### src/rtl/sysctl_pkg.sv
package sysctl_pkg;
  localparam int DW = 8;

  // true when idx lies in the protected CMOS window [lo, hi]
  function automatic logic in_window(input logic [DW-1:0] idx,
                                     input logic [DW-1:0] lo,
                                     input logic [DW-1:0] hi);
    return (idx >= lo) && (idx <= hi);
  endfunction

  // readback image of the system control port
  function automatic logic [DW-1:0] pack_ctrl(input logic rst_b,
                                              input logic a20_b,
                                              input logic lock_b);
    logic [DW-1:0] v;
    v    = '0;
    v[0] = rst_b;
    v[1] = a20_b;
    v[5] = lock_b;
    return v;
  endfunction
endpackage

### src/rtl/rtc_gate.sv
module rtc_gate
  import sysctl_pkg::*;
#(
  parameter logic [DW-1:0] WIN_LO = 8'h38,
  parameter logic [DW-1:0] WIN_HI = 8'h3F
) (
  input  logic          clk,
  input  logic          rst_n,
  input  logic          idx_wr,
  input  logic [DW-1:0] wdata,
  input  logic          dat_rd,
  input  logic          dat_wr,
  input  logic          lock,
  output logic [DW-1:0] rtc_idx,
  output logic          rtc_rd,
  output logic          rtc_wr,
  output logic          blocked
);
  logic [DW-1:0] idx_q;

  always_ff @(posedge clk or negedge rst_n)
    if (!rst_n)      idx_q <= '0;
    else if (idx_wr) idx_q <= wdata;

  assign rtc_idx = idx_q;
  assign blocked = lock && in_window(idx_q, WIN_LO, WIN_HI);
  assign rtc_rd  = dat_rd && !blocked;
  assign rtc_wr  = dat_wr && !blocked;


  no_blocked_wr_chk: assert property (@(posedge clk) disable iff (!rst_n)
    (lock && idx_q >= WIN_LO && idx_q <= WIN_HI) |-> !rtc_wr && !rtc_rd);

  idx_hold_chk: assert property (@(posedge clk) disable iff (!rst_n)
    !idx_wr |=> $stable(rtc_idx));
endmodule

### src/rtl/ctrl_port92.sv
module ctrl_port92
  import sysctl_pkg::*;
(
  input  logic          clk,
  input  logic          rst_n,
  input  logic          wr,
  input  logic          d_rst,
  input  logic          d_a20,
  input  logic          d_lock,
  input  logic          lock_allow,
  input  logic          a20_ext,
  output logic          lock,
  output logic          a20_gate,
  output logic          cpu_rst_pulse,
  output logic [DW-1:0] rd_val
);
  logic rst_q, a20_q, lock_q, pulse_q;
  logic rst_rise, lock_set;

  assign rst_rise = wr && d_rst && !rst_q;
  assign lock_set = wr && d_lock && lock_allow;

  always_ff @(posedge clk or negedge rst_n)
    if (!rst_n) begin
      rst_q <= 1'b0; a20_q <= 1'b0; lock_q <= 1'b0; pulse_q <= 1'b0;
    end else begin
      pulse_q <= rst_rise;
      if (wr) begin
        rst_q <= d_rst;
        a20_q <= d_a20;
      end
      if (lock_set) lock_q <= 1'b1;
    end

  assign lock          = lock_q;
  assign a20_gate      = a20_ext | a20_q;
  assign cpu_rst_pulse = pulse_q;
  assign rd_val        = pack_ctrl(rst_q, a20_q, lock_q);


  lock_sticky_chk: assert property (@(posedge clk) disable iff (!rst_n)
    lock_q |=> lock_q);

  lock_needs_allow_chk: assert property (@(posedge clk) disable iff (!rst_n)
    (!lock_q && !lock_allow) |=> !lock_q);

  pulse_single_chk: assert property (@(posedge clk) disable iff (!rst_n)
    cpu_rst_pulse |=> !cpu_rst_pulse);

  pulse_cause_chk: assert property (@(posedge clk) disable iff (!rst_n)
    cpu_rst_pulse |-> rst_q && !$past(rst_q));
endmodule

### src/rtl/coproc_err.sv
module coproc_err (
  input  logic clk,
  input  logic rst_n,
  input  logic err_set,
  input  logic err_clr,
  output logic irq13
);
  logic err_q;

  always_ff @(posedge clk or negedge rst_n)
    if (!rst_n)       err_q <= 1'b0;
    else if (err_set) err_q <= 1'b1;
    else if (err_clr) err_q <= 1'b0;

  assign irq13 = err_q;


  err_set_chk: assert property (@(posedge clk) disable iff (!rst_n)
    err_set |=> irq13);

  err_clr_chk: assert property (@(posedge clk) disable iff (!rst_n)
    (err_clr && !err_set) |=> !irq13);
endmodule

### src/rtl/sysctl_port_unit.sv
module sysctl_port_unit
  import sysctl_pkg::*;
#(
  parameter logic [7:0] PORT_IDX = 8'h70,
  parameter logic [7:0] PORT_DAT = 8'h71,
  parameter logic [7:0] PORT_SYS = 8'h92,
  parameter logic [7:0] PORT_ERR = 8'hF0,
  parameter logic [7:0] WIN_LO   = 8'h38,
  parameter logic [7:0] WIN_HI   = 8'h3F
) (
  input  logic       clk,
  input  logic       rst_n,
  input  logic [7:0] io_addr,
  input  logic       io_wr,
  input  logic       io_rd,
  input  logic [7:0] io_wdata,
  output logic [7:0] io_rdata,
  output logic       io_hit,
  input  logic       lock_allow,
  output logic [7:0] rtc_idx,
  output logic       rtc_rd,
  output logic       rtc_wr,
  output logic [7:0] rtc_wdata,
  input  logic [7:0] rtc_rdata,
  input  logic       a20_ext,
  output logic       a20_gate,
  output logic       cpu_rst_pulse,
  input  logic       fpu_err,
  output logic       irq13
);
  localparam logic [DW-1:0] BLOCK_VAL = '1;

  logic sel_idx, sel_dat, sel_sys, sel_err, acc;
  logic lock, blocked;
  logic [DW-1:0] sys_val;

  assign acc     = io_wr || io_rd;
  assign sel_idx = io_addr == PORT_IDX;
  assign sel_dat = io_addr == PORT_DAT;
  assign sel_sys = io_addr == PORT_SYS;
  assign sel_err = io_addr[7:1] == PORT_ERR[7:1];
  assign io_hit  = acc && (sel_idx || sel_dat || sel_sys || sel_err);

  rtc_gate #(.WIN_LO(WIN_LO), .WIN_HI(WIN_HI)) u_rtc (
    .clk(clk), .rst_n(rst_n),
    .idx_wr(io_wr && sel_idx), .wdata(io_wdata),
    .dat_rd(io_rd && sel_dat), .dat_wr(io_wr && sel_dat),
    .lock(lock), .rtc_idx(rtc_idx), .rtc_rd(rtc_rd), .rtc_wr(rtc_wr),
    .blocked(blocked));

  assign rtc_wdata = io_wdata;

  ctrl_port92 u_ctrl (
    .clk(clk), .rst_n(rst_n), .wr(io_wr && sel_sys),
    .d_rst(io_wdata[0]), .d_a20(io_wdata[1]), .d_lock(io_wdata[5]),
    .lock_allow(lock_allow), .a20_ext(a20_ext), .lock(lock),
    .a20_gate(a20_gate), .cpu_rst_pulse(cpu_rst_pulse), .rd_val(sys_val));

  coproc_err u_err (
    .clk(clk), .rst_n(rst_n), .err_set(fpu_err),
    .err_clr(io_wr && sel_err), .irq13(irq13));

  always_comb begin
    io_rdata = '0;
    if (io_rd) begin
      if (sel_idx)      io_rdata = rtc_idx;
      else if (sel_dat) io_rdata = blocked ? BLOCK_VAL : rtc_rdata;
      else if (sel_sys) io_rdata = sys_val;
    end
  end


  miss_zero_chk: assert property (@(posedge clk) disable iff (!rst_n)
    (io_rd && !io_hit) |-> io_rdata == 8'h00);

  a20_follow_chk: assert property (@(posedge clk) disable iff (!rst_n)
    a20_ext |-> a20_gate);
endmodule

### config.mk
export PLATFORM = sky130hd
export DESIGN_NAME = sysctl_port_unit
export DESIGN_NICKNAME = d
export VERILOG_FILES = /design/src/rtl/sysctl_pkg.sv /design/src/rtl/rtc_gate.sv /design/src/rtl/ctrl_port92.sv /design/src/rtl/coproc_err.sv /design/src/rtl/sysctl_port_unit.sv
export SDC_FILE = /design/constraint.sdc
export NUM_CORES = 1
export LEC_CHECK = 0
export ABC_AREA = 1
export BUFFER_PORTS_ARGS = -buffer_cell sky130_fd_sc_hd__buf_4
export CAP_MARGIN = 20
export CORE_MARGIN = 5
export CORE_UTILIZATION = 47
export CTS_CLUSTER_SIZE = 40
export DETAILED_ROUTE_END_ITERATION = 7
export PLACE_DENSITY = 0.88
export SYNTH_ARGS = -nofsm -noshare
export SYNTH_HDL_FRONTEND = slang
export SYNTH_SLANG_ARGS = --single-unit
### constraint.sdc
create_clock -name clk -period 1.9 [get_ports clk]
set_clock_uncertainty 0.2 [all_clocks]
set_input_delay 0.19 -clock clk [delete_from_list [all_inputs] [get_ports clk]]
set_output_delay 0.19 -clock clk [all_outputs]
set_load 0.05 [all_outputs]
==> summary.txt <==
Synth
  – Ys async rst share: 1.00
  – Yosys cell types: 27
  – Sequential fraction of the synthesis area: 0.309
  – #FFs+latches synth: 13
  – Yosys top cell area share: 0.309
  – Most common cell in the synthesized netlist: nand2_1
  – Top_reg_cell synth: dfrtp_1
  – Xor-xnor portion of the synthesized cell area: 0
  – Ys Warns: 0
  – Post-synth EDFFs: 0
  – Biggest area consumer among synthesized cells: dfrtp_1
  – Synthesized net count: 168
  – Commonest cells post-synth: nand2_1 (25), nor2_1 (18), dfrtp_1 (13), inv_1 (13), o21ai_2 (13)
  – Multiplexer area fraction after synthesis: 0
  – Mapped Area: 1050 µm²
  – Compound-Gate Fraction of Synth Area: 0.164
  – Avg Cell Area, Syn: 7.69 µm²
  – Main combinational cell family by area after synthesis: simple AND/OR/NAND/NOR gates
  – Synth area leaders: dfrtp_1 (31%), o21ai_2 (11%), nand2_1 (8.9%)
  – Synthesized-area fraction occupied by adder cells: 0
  – Mapped Cells: 137
  – Post-Synth Simple-Gate Area: 0.391

Route
  – Total Routed Length: 3710 µm
  – ANT nets after route: 0
  – DR vias: 1230
  – First-pass iteration count of the detailed router: 4
  – First DRT Iteration DRCs: 37
  – DRC: 0
  – Routed WL per cell: 15.7 µm
  – Vias/cell: 5.21

Cells and area
  – Antenna cells: 0
  – Reg area: 332 µm²
  – Area growth, synth to finish: 68.4%
  – Final instance area: 1770 µm²
  – Final #Nets: 240
  – Share of cells above drive strength 1: 0.615
  – Final core utilization: 0.818
  – Non-Filler Instances: 236
  – Filler cells: 123
  – Multi-input gate area: 682 µm²

Clocking
  – CTS Sinks: 13
  – H-tree levels: 1
  – Clock root buffer: clkbuf_4
  – Clock transition at path regs: 0.08 ns
  – Skew-Pair Late Insertion Delay: 0.26 ns
  – CTS Buf Count: 3
  – CTS tree: done
  – Clock Path Buffers: 2

Power
  – Pwr Density: 418 nW/µm²
  – Worst VDD drop: 0.456 mV
  – P_leak: 0.881 nW
  – Total power: 0.741 mW

STA
  – Final Hold Fails: 0
  – Max_slew headroom: 0.777
  – Worst Tran Pin Value: 0.330 ns
  – Hold slack: 0.00842 ns
  – Max Clock Freq: 0.529 GHz
  – Setup violators final: 0
  – Slew Viols, Final: 0
  – Fin crit share: 0.995
  – Period minus WS final: 1.89 ns

Global routing
  – GR peak layer: met2
  – Met1 Resource Use GR: 0.231
  – Initial antenna violation count: 0
  – Gr usage total: 0.205
  – GR Util met3: 0.0339
  – Grt total ovfl: 0
  – Met2 GRT Util: 0.381
  – Largest net degree at the start of global routing: 17
  – Vias in the first global route: 1204
  – First-pass GRT wire length: 5350 µm

Critical path
  – Critical path launch point: u_rtc.rtc_idx[4]$_DFFE_PN0P_
  – Slowest stage delay, CP: 0.38 ns
  – Critical path depth: 7
  – Critical path buffers and inverters: 2
  – Worst path slowest cell: dfrtp_2
  – Worst-path fanout max: 6
  – Reg2reg start: u_rtc.rtc_idx[7]$_DFFE_PN0P_
  – CP cell instances: nand2_1, nor2_4, nand2_2, clkinv_4, nor2_2, o21ai_4, buf_6
  – Worst setup SP type: flip-flop
  – WP data arrival: 1.50 ns
  – Element type at the critical path end: primary output
  – CP required: 1.51 ns
  – R2R depth: 3
  – Delay-heaviest family, CP: simple AND/OR/NAND/NOR gates
  – Setup CP Type: flip-flop to primary output

Placed design
  – Gpl congestion: 0.771
  – # port buffers: 60
  – Area after DPL: 1530 µm²
  – Cells after DPL: 216
  – HPWL after DPL: 2450 µm

Run
  – Maxcap violations: 0

Floorplanning
  – Die width: 57.3 µm
  – Die Ht: 57.3 µm
  – Initial core utilization: 0.486
  – Die area: 3290 µm²
  – Row cnt: 17
  – IO Count: 61
  – Core box area: 2170 µm²

Min path
  – Hold Path Class: input pin to flip-flop
  – Worst hold start: io_wdata[1]
  – Hold path cells: 3

Outcome
  – Run status: finished clean
## state kept, by name, indices dropped and copies added, names as in the netlist
register	cells
u_ctrl.rst_q	1
u_ctrl.a20_q	1
u_rtc.rtc_idx	8
u_ctrl.cpu_rst_pulse	1
u_err.irq13	1
u_ctrl.lock	1
## cell families (layout without fill, tap and decap cells)
| kind of cell | after synthesis | in the layout |
|---|---|---|
| AND/OR/NAND/NOR | 73 | 73 |
| buffers and inverters | 28 | 99 |
| AO/OA/AOI/OAI | 23 | 23 |
| flip-flops | 13 | 13 |
## path summary, 6_finish.rpt
check | end | slack [ns]
max in group asynchronous | u_rtc.rtc_idx[4]$_DFFE_PN0P_ | 1.24
max reg2reg | u_rtc.rtc_idx[7]$_DFFE_PN0P_ | 0.86
min in group asynchronous | u_rtc.rtc_idx[5]$_DFFE_PN0P_ | 0.09
max | io_rdata[3] | 0.009
min | u_rtc.rtc_idx[1]$_DFFE_PN0P_ | 0.008
min reg2reg | u_err.irq13$_DFFE_PN0P_ | 0.30
## metrics by stage
stage | worst slack, ns | TNS, ns
finish | 0.00924 | 0
global route | -0.0514 | -0.321
CTS | 0.0125 | 0
detailed placement | 0.187 | 0
global placement | 0.230 | 0
floorplan | -0.0152 | -0.0152
## routing by layer
metal	part of all wire	vias to the layer above
li1	-	577
met1	0.35	586
met2	0.56	57
met3	0.064	10
met4	0.020	0
met5	0	-
## tightest hold or removal path: stages
cell and delay [ns]:
buf_4 0.09, inv_1 0.05, o21ai_2 0.11
## layout make-up
cell class                      instances  area share
Multi-Input combinational cell         96       0.384
Sequential cell                        13       0.187
Inverter                               18      0.0409
Clock buffer                            4      0.0148
Tap cell                               28      0.0197
Timing Repair Buffer                   77       0.353
## layout by cell type (no fill, tap or decap), types with 2 or more instances in the layout
cell type / instances
buf_4: 62
nand2_1: 24
inv_1: 13
nor2_2: 10
dlygate4sd3_1: 9
nor2_4: 8
o21ai_2: 8
dfrtp_1: 8
nand4_1: 6
nand2_2: 5
nor2_1: 5
o21ai_4: 5
buf_6: 5
dfrtp_2: 5
inv_2: 4
nand3_1: 4
a21oi_1: 4
nand2_4: 3
clkbuf_4: 3
nand3_2: 2
o21ai_0: 2
nor3_2: 2
o21ai_1: 2
## repair_timing
item / in CTS / in global routing
resized for setup: 15 / 8
setup endpoints to repair: 5 / 8
setup buffers: 0 / 7
endpoints found under the hold margin: 21 / 0
hold buffers: 9 / 0
## power breakdown
part / internal (mW) / switching (mW) / total (mW) / leakage (nW)
combinational: 0.111 / 0.162 / 0.273 / 0.700
clock: 0.0812 / 0.0864 / 0.168 / 0.0150
sequential: 0.288 / 0.0124 / 0.301 / 0.166
total: 0.480 / 0.261 / 0.741 / 0.881
No activity file was read; power rests on OpenSTA's default activity.
